$ cat config.mk
export PLATFORM = sky130hd
export DESIGN_NAME = vpack_top
export DESIGN_NICKNAME = d
export VERILOG_FILES = /design/src/rtl/vpack_pkg.sv /design/src/rtl/vpack_addr_gen.sv /design/src/rtl/vpack_col_acc.sv /design/src/rtl/vpack_out_reg.sv /design/src/rtl/vpack_top.sv
export SDC_FILE = /design/constraint.sdc
export NUM_CORES = 1
export LEC_CHECK = 0
export ABC_CLOCK_PERIOD_IN_PS = 2450
export BUFFER_PORTS_ARGS = -buffer_cell sky130_fd_sc_hd__buf_4
export CORE_ASPECT_RATIO = 1.5
export CORE_UTILIZATION = 58
export CTS_BUF_LIST = sky130_fd_sc_hd__clkbuf_4
export DETAILED_ROUTE_END_ITERATION = 8
export PLACE_DENSITY = 0.82
export SETUP_SLACK_MARGIN = 0.5
export SLEW_MARGIN = 15
export SYNTH_ARGS = -nofsm -noshare
export SYNTH_HDL_FRONTEND = slang
export SYNTH_SLANG_ARGS = --single-unit
export TNS_END_PERCENT = 50
$ cat constraint.sdc
create_clock -name clk -period 2.45 [get_ports clk]
set_input_delay 0.1225 -clock clk [delete_from_list [all_inputs] [get_ports clk]]
set_output_delay 0.1225 -clock clk [all_outputs]
set_load 0.005 [all_outputs]
$ cat src/rtl/vpack_pkg.sv
package vpack_pkg;

  // Run phase of the page walker.
  typedef enum logic {
    PH_IDLE = 1'b0,
    PH_RUN  = 1'b1
  } phase_t;

  // Attributes of a read in flight, carried one cycle to meet its data.
  typedef struct packed {
    logic vld;
    logic last_row;
    logic last_col;
  } rd_tag_t;

endpackage

$ cat src/rtl/vpack_addr_gen.sv
module vpack_addr_gen #(
  parameter int FB_W      = 84,
  parameter int PAGE_ROWS = 8,
  parameter int AW        = 12,
  parameter int PW        = 3
) (
  input  logic          clk,
  input  logic          rst_n,
  input  logic          launch,
  input  logic [PW-1:0] launch_page,
  input  logic          issue_ok,
  output logic          rd_en,
  output logic [AW-1:0] rd_addr,
  output logic          last_row,
  output logic          last_col
);

  localparam int CW = $clog2(FB_W);
  localparam int RW = $clog2(PAGE_ROWS);
  localparam logic [AW-1:0] PAGE_SPAN = AW'(FB_W * PAGE_ROWS);
  localparam logic [AW-1:0] ROW_STEP  = AW'(FB_W);
  localparam logic [RW-1:0] ROW_END   = RW'(PAGE_ROWS - 1);
  localparam logic [CW-1:0] COL_END   = CW'(FB_W - 1);

  logic          active_q;
  logic [RW-1:0] row_q;
  logic [CW-1:0] col_q;
  logic [AW-1:0] col_base_q;
  logic [AW-1:0] addr_q;
  logic [AW-1:0] page_base;

  // Base address of the first row of the requested page.
  assign page_base = AW'(launch_page) * PAGE_SPAN;

  assign rd_en    = active_q && issue_ok;
  assign rd_addr  = addr_q;
  assign last_row = (row_q == ROW_END);
  assign last_col = (col_q == COL_END);

  // Addresses advance by adding: one row stride down a column,
  // then back to the top of the next column.
  always_ff @(posedge clk) begin
    if (!rst_n) begin
      active_q   <= 1'b0;
      row_q      <= '0;
      col_q      <= '0;
      col_base_q <= '0;
      addr_q     <= '0;
    end else if (launch) begin
      active_q   <= 1'b1;
      row_q      <= '0;
      col_q      <= '0;
      col_base_q <= page_base;
      addr_q     <= page_base;
    end else if (rd_en) begin
      if (last_row) begin
        row_q <= '0;
        if (last_col) begin
          active_q <= 1'b0;
        end else begin
          col_q      <= col_q + 1'b1;
          col_base_q <= col_base_q + 1'b1;
          addr_q     <= col_base_q + 1'b1;
        end
      end else begin
        row_q  <= row_q + 1'b1;
        addr_q <= addr_q + ROW_STEP;
      end
    end
  end

endmodule

$ cat src/rtl/vpack_col_acc.sv
module vpack_col_acc #(
  parameter int PIX_W     = 16,
  parameter int PAGE_ROWS = 8
) (
  input  logic                 clk,
  input  logic                 rst_n,
  input  logic                 in_vld,
  input  logic [PIX_W-1:0]     in_pix,
  input  logic                 in_last_row,
  input  logic                 in_last_col,
  input  logic                 take,
  output logic                 done,
  output logic [PAGE_ROWS-1:0] col_byte,
  output logic                 col_last
);

  logic [PAGE_ROWS-1:0] shift_q;
  logic                 done_q;
  logic                 last_q;
  logic                 lit;

  // Any set bit in the word lights the pixel.
  assign lit = |in_pix;

  // Rows arrive top first. Each new bit enters at the top of the
  // register, so after a full column the first row sits in bit 0.
  always_ff @(posedge clk) begin
    if (!rst_n) begin
      shift_q <= '0;
      done_q  <= 1'b0;
      last_q  <= 1'b0;
    end else begin
      if (take) begin
        done_q <= 1'b0;
      end
      if (in_vld) begin
        shift_q <= {lit, shift_q[PAGE_ROWS-1:1]};
        if (in_last_row) begin
          done_q <= 1'b1;
          last_q <= in_last_col;
        end
      end
    end
  end

  assign done     = done_q;
  assign col_byte = shift_q;
  assign col_last = last_q;

endmodule

$ cat src/rtl/vpack_out_reg.sv
module vpack_out_reg #(
  parameter int DW = 8
) (
  input  logic          clk,
  input  logic          rst_n,
  input  logic          load,
  input  logic [DW-1:0] load_data,
  input  logic          load_last,
  input  logic          out_ready,
  output logic          can_load,
  output logic          out_valid,
  output logic [DW-1:0] out_data,
  output logic          out_last
);

  logic          valid_q;
  logic [DW-1:0] data_q;
  logic          last_q;

  // The slot is free when it is empty or is being emptied this cycle.
  assign can_load = !valid_q || out_ready;

  always_ff @(posedge clk) begin
    if (!rst_n) begin
      valid_q <= 1'b0;
      data_q  <= '0;
      last_q  <= 1'b0;
    end else if (load) begin
      valid_q <= 1'b1;
      data_q  <= load_data;
      last_q  <= load_last;
    end else if (out_ready) begin
      valid_q <= 1'b0;
    end
  end

  assign out_valid = valid_q;
  assign out_data  = data_q;
  assign out_last  = last_q;

endmodule

$ cat src/rtl/vpack_top.sv
module vpack_top
  import vpack_pkg::*;
#(
  parameter int FB_W      = 84,
  parameter int FB_H      = 48,
  parameter int PIX_W     = 16,
  parameter int PAGE_ROWS = 8,
  localparam int NUM_PAGES = FB_H / PAGE_ROWS,
  localparam int PW        = $clog2(NUM_PAGES + 1),
  localparam int AW        = $clog2(FB_W * FB_H)
) (
  input  logic                 clk,
  input  logic                 rst_n,
  input  logic                 start,
  input  logic [PW-1:0]        start_page,
  output logic                 busy,
  output logic                 page_done,
  output logic                 page_err,
  output logic                 rd_en,
  output logic [AW-1:0]        rd_addr,
  input  logic [PIX_W-1:0]     rd_data,
  output logic                 out_valid,
  input  logic                 out_ready,
  output logic [PAGE_ROWS-1:0] out_byte
);

  localparam logic [PW-1:0] PAGE_LIMIT = PW'(NUM_PAGES);

  phase_t               phase_q;
  rd_tag_t              tag_q;
  logic                 err_q;
  logic                 start_ok;
  logic                 start_bad;
  logic                 issue_ok;
  logic                 gen_last_row;
  logic                 gen_last_col;
  logic                 acc_done;
  logic [PAGE_ROWS-1:0] acc_byte;
  logic                 acc_last;
  logic                 take;
  logic                 can_load;
  logic                 out_last;

  assign busy      = (phase_q == PH_RUN);
  assign start_ok  = start && !busy && (start_page < PAGE_LIMIT);
  assign start_bad = start && !busy && (start_page >= PAGE_LIMIT);

  // Hold off reads while a finished column waits, and also in the cycle
  // when the last row of a column is returning.
  assign issue_ok = !acc_done && !(tag_q.vld && tag_q.last_row);
  assign take     = acc_done && can_load;

  assign page_done = out_valid && out_ready && out_last;
  assign page_err  = err_q;

  always_ff @(posedge clk) begin
    if (!rst_n) begin
      phase_q <= PH_IDLE;
      tag_q   <= '0;
      err_q   <= 1'b0;
    end else begin
      if (start_ok) begin
        phase_q <= PH_RUN;
      end else if (page_done) begin
        phase_q <= PH_IDLE;
      end
      tag_q.vld      <= rd_en;
      tag_q.last_row <= gen_last_row;
      tag_q.last_col <= gen_last_col;
      err_q          <= start_bad;
    end
  end

  vpack_addr_gen #(
    .FB_W(FB_W), .PAGE_ROWS(PAGE_ROWS), .AW(AW), .PW(PW)
  ) u_addr (
    .clk(clk), .rst_n(rst_n),
    .launch(start_ok), .launch_page(start_page), .issue_ok(issue_ok),
    .rd_en(rd_en), .rd_addr(rd_addr),
    .last_row(gen_last_row), .last_col(gen_last_col)
  );

  vpack_col_acc #(
    .PIX_W(PIX_W), .PAGE_ROWS(PAGE_ROWS)
  ) u_acc (
    .clk(clk), .rst_n(rst_n),
    .in_vld(tag_q.vld), .in_pix(rd_data),
    .in_last_row(tag_q.last_row), .in_last_col(tag_q.last_col),
    .take(take), .done(acc_done), .col_byte(acc_byte), .col_last(acc_last)
  );

  vpack_out_reg #(
    .DW(PAGE_ROWS)
  ) u_out (
    .clk(clk), .rst_n(rst_n),
    .load(take), .load_data(acc_byte), .load_last(acc_last),
    .out_ready(out_ready), .can_load(can_load),
    .out_valid(out_valid), .out_data(out_byte), .out_last(out_last)
  );

endmodule

* After elaboration in Yosys (flattened, before gate mapping)
Cells that the tools add are included.
** Word-level totals
- Output and inout bits :: 25
- Flip-flop bits (word level) :: 60
- Word-level logic and storage cells :: 79
- Input port bits :: 23
** Cells by class
- Order comparisons :: 2
- Equality and inequality tests :: 5
- Bitwise operators :: 2
- Multiplexer cells :: 20
- Multipliers :: 1
- Reduce and logical (&&, ||, !) cells :: 27
- $add $sub $neg :: 4
** Operator list (count)
- two-way mux 12 bit :: 8
- OR reduction 16 bit :: 1
- adder 12 x 1 -> 12 bit, second input constant :: 1
- adder 12 x 7 -> 12 bit, second input constant :: 1
- two-way mux 1 bit :: 11
- nonzero test 2 bit :: 5
- logical AND 1 bit :: 9
- AND reduction 3 bit :: 3
- adder 7 x 1 -> 7 bit, second input constant :: 1
- equality test 7 bit, second input constant :: 1
- multiplier 3 x 5 -> 7 bit, second input constant :: 1
- AND reduction 2 bit :: 3
- zero test 1 bit :: 4
- inequality test 2 bit, second input constant :: 2
- adder 3 x 1 -> 3 bit, second input constant :: 1
- equality test 3 bit, second input constant :: 1
- greater-or-equal comparator 3 bit, second input constant :: 1
- less-than comparator 3 bit, second input constant :: 1
- two-way mux 3 bit :: 1
- inequality test 3 bit, second input constant :: 1
- inverter 1 bit :: 2
- OR reduction 2 bit :: 1
- logical OR 1 bit :: 1

* Longest topological paths before layout
- Depth after elaboration :: 6
- Gate-level depth with buffers :: 8
- Gate-level depth less buffers :: 7

* Modules after synthesis
From an unflattened synthesis, not the netlist that was laid out.
** Unflattened totals
- Cell total of the unflattened synthesis :: 333
- Area total of the unflattened synthesis :: 2981.6 µm²
** By module, submodules not included
- vpack_addr_gen :: area an instance 1995.7 µm², times used 1, cells each 244
- vpack_col_acc :: area an instance 422.9 µm², times used 1, cells each 38
- vpack_out_reg :: area an instance 375.4 µm², times used 1, cells each 32
- vpack_top :: area an instance 187.7 µm², times used 1, cells each 19

* Worst setup path after synthesis
Ideal clock, no wire load.
- Path type :: flip-flop to flip-flop
- Start point :: reg u_addr.col_q[2]
- End point :: reg u_addr.addr_q[10] (netlist: u_addr.rd_addr[10])
- Path buffers :: 1
- Stages on the path, launching flop included :: 6
- Period minus slack after synthesis :: 1756 ps
- Setup time :: 122 ps
- Setup slack :: 694 ps
- Data arrival time :: 1634 ps
- Cell sequence :: dfxtp_1 -> or4b_4 -> o2111ai_1 -> buf_4 -> nor2_1 -> a221o_1
** Between the ends
- Cells in the longest elaborated chain, start to end :: 3
** RTL lines
- start, declared :: line vpack_addr_gen.sv:27 : logic [CW-1:0] col_q;
- start signal, assigned :: line vpack_addr_gen.sv:61 : col_q <= col_q + 1'b1;
- equality test 7 bit :: line vpack_addr_gen.sv:38 : assign last_col = (col_q == COL_END);
- inequality test 3 bit (no line)
- AND reduction 2 bit (no line)
- end signal, assigned :: line vpack_addr_gen.sv:54 : addr_q <= page_base;
- end signal, assigned :: line vpack_addr_gen.sv:63 : addr_q <= col_base_q + 1'b1;
- end signal, assigned :: line vpack_addr_gen.sv:67 : addr_q <= addr_q + ROW_STEP;
- end, declared :: line vpack_addr_gen.sv:29 : logic [AW-1:0] addr_q;
No other way between the ends.
A chain may end at the register's enable or synchronous reset.

* Final worst setup path
- Start point :: reg u_addr.col_q[2]
- End point :: reg u_addr.addr_q[5] (netlist: u_addr.rd_addr[5])
Same word-level chain as after synthesis.

==> flow_metrics.py <==
metrics = {
    "status": {
        "outcome": "finished, final reports clean",
    },
    "sta": {
        "slew_violations": 0,
        "rsz0062_at_grt": "true",
        "period_needed_ns": 1.90,
        "fmax_mhz": 528,
        "period_share": 0.774,
        "tightest_slew_ns": 0.649,
        "setup_viol": 0,
        "finalSetupTns_ns": 0,
        "slew_headroom": 0.556,
        "final_hold_viol_count": 0,
        "fin_skew_ns": 0.0165,
    },
    "clock_tree": {
        "clk_latency_ns": 0.42,
        "clockBufferDepth": 2,
        "clock-sinks": 60,
        "cts-root-buf": "clkbuf_4",
        "path_clk_slew_ns": 0.12,
        "htree_levels": 3,
        "numCtsBuffers": 9,
        "cts_tree": "built",
    },
    "placement": {
        "placed_area_um2": 3310,
        "io_buffer_count": 47,
        "globalplace.congestion": 0.951,
        "dp_hpwl_um": 4940,
    },
    "logic_synthesis": {
        "synth_edf_count": 0,
        "syn_area_per_cell_um2": 8.57,
        "synth.distinct_cells": 43,
        "async_reset_ff_frac": 0,
        "synth_nets": 370,
        "ys_warn_count": 0,
        "synth_flop_cell": "dfxtp_1",
        "ys_ff_latch": 60,
        "synth.yosys.seq_area_share": 0.415,
        "netlist_area_um2": 2900,
        "synthCells": 338,
    },
    "layout": {
        "layout.nets": 424,
        "antenna_cells": 0,
        "final_design_area_no_fill_um2": 3530,
        "area_delta_synth_final_pct": 21.7,
        "drive_above_1_share": 0.209,
    },
    "die": {
        "die_area_um2": 5290,
        "die_w_um": 59.7,
        "die_h_um": 88.6,
        "ios": 48,
        "rows": 31,
        "core_um2": 4810,
        "start_util": 0.602,
    },
    "detailed_routing": {
        "drt-initial-drc-count": 258,
        "wl_met1_um": 2830,
        "dr_wl_met2_um": 3610,
        "routed_wl_um": 6940,
        "first_pass_iters": 5,
        "via_per_inst": 5.72,
        "num_vias": 2647,
        "met3_length_um": 291,
        "antenna_left": 0,
        "top_layer_used": "met4",
        "drc": 0,
        "wl_per_cell_um": 15.0,
    },
    "power_and_ir_drop": {
        "ir_worst_vdd_mv": 0.482,
        "finalPower_mw": 1.92,
        "p_leak_nw": 1.44,
        "power.density_nw_per_um2": 546,
    },
    "critical_path": {
        "start_kind": "flip-flop",
        "required_ns": 2.79,
        "path_class": "reg2reg",
        "crit_arrival_ns": 2.23,
        "crit_path_end_kind": "flip-flop",
        "crit_path_max_fanout": 6,
    },
    "grt": {
        "grt_usage": 0.295,
        "grt_antenna_before_repair": 0,
        "grt_pass1_vias": 2509,
        "grt-ovfl-total": 0,
        "grt_pass1_wl_um": 11600,
        "grt_max_degree": 29,
    },
    "job": {
        "cap_violations": 0,
    },
    "worst_hold_path": {
        "min_path_type": "in2reg",
    },
}
[power breakdown]
part	leakage, nW	internal, mW	switching [mW]
registers	0.487	1.01	0.0435
clock network	0.0635	0.221	0.419
logic	0.891	0.114	0.122
total	1.44	1.34	0.585
[state kept, by name, summed over array words and instances (netlist names), named ones only]
| name | flops |
|---|---|
| u_out.out_data | 8 |
| u_addr.row_q | 3 |
| u_out.out_valid | 1 |
| busy | 1 |
| u_addr.rd_addr | 10 |
| u_addr.col_q | 7 |
| u_out.out_last | 1 |
| u_addr.active_q | 1 |
| u_acc.done | 1 |
| u_acc.col_last | 1 |
| tag_q | 3 |
| page_err | 1 |
| u_addr.col_base_q | 12 |
| u_acc.col_byte | 8 |
[metrics by stage]
step	setup WS, ns	utilization	hold slack, ns	cells
after floorplan	0.694	-	0.261	338
after global placement	0.440	0.689	0.422	442
after detailed placement	0.312	0.689	0.425	442
after CTS	0.525	0.722	0.00259	460
after global routing	0.473	0.733	0.0136	463
final	0.555	0.733	0.0219	463
[cell usage after synthesis, types with 5 or more instances]
cell type | number | area (um2)
a21oi_1 | 28 | 140
and3_1 | 6 | 37.5
clkbuf_1 | 12 | 45.0
dfxtp_1 | 60 | 1200
ha_1 | 9 | 113
mux2i_1 | 17 | 170
nand2_1 | 35 | 131
nand3_1 | 13 | 65.1
nand4_1 | 5 | 31.3
nor2_1 | 49 | 184
nor3_1 | 6 | 30.0
o21ai_0 | 14 | 70.1
xnor2_1 | 17 | 149
xor2_1 | 16 | 140
[final timing paths]
kind | end | cells after the start | slack (ns) | from
worst min-delay path | page_err$_SDFF_PN0_ | 3 | 0.02 | start_page[2]
worst max-delay path | u_addr.rd_addr[5]$_SDFFE_PN0P_ | 5 | 0.55 | u_addr.col_q[2]$_SDFFE_PP0P_
worst max register to register | u_addr.rd_addr[5]$_SDFFE_PN0P_ | 5 | 0.55 | u_addr.col_q[2]$_SDFFE_PP0P_
worst min register to register | u_acc.col_last$_SDFFE_PN0P_ | 2 | 0.46 | u_acc.col_last$_SDFFE_PN0P_
[worst max-delay path, stage by stage, from the launching register on]
cell and delay [ns]:
dfxtp_1 0.37, or4b_4 0.59, or2_4 0.32, o21ai_2 0.24
a32oi_1 0.16, a31oi_1 0.16
[repair_timing]
action | CTS | global route
hold endpoints to repair | 3 | 1
pin swaps | 0 | 1
hold buffers | 2 | 1
buffers inserted | 0 | 2
endpoints found under the setup margin | 21 | 15
resized for setup | 3 | 4
[cells by family (layout without fill, tap and decap cells)]
family / count (synthesis) / in the layout / synth area share
and+or+nand+nor: 134 / 134 / 0.216
adders and majority gates: 9 / 9 / 0.0389
xor gates and xnor gates: 33 / 33 / 0.0997
AOI/OAI and AO/OA: 66 / 66 / 0.144
muxes: 17 / 17 / 0.0587
DFF: 60 / 60 / 0.415
buffers and inverters: 19 / 78 / 0.0285
[routing by layer]
| metal | global-route usage | vias up |
|---|---|---|
| met1 | 0.361 | 1246 |
| met5 | 0 | - |
| met4 | 0.169 | 0 |
| li1 | - | 1296 |
| met2 | 0.468 | 83 |
| met3 | 0.0673 | 22 |
[cells in the final DEF, fill, tap and decap left out, types with 9 or more instances in the layout]
cell      count
dfxtp_1      60
buf_4        56
nor2_1       49
nand2_1      34
a21oi_1      28
mux2i_1      17
xnor2_1      17
xor2_1       16
o21ai_0      14
nand3_1      13
clkbuf_4      9
[layout make-up]
class	instances	area, um2
Timing Repair Buffer	59	450
Tap cell	66	82.6
Multi-Input combinational cell	259	1650
Clock inverter	7	58.8
Fill cell	405	1280
Inverter	3	11.3
Sequential cell	60	1200
Clock buffer	9	67.6
(Power assumes the default switching activity.)
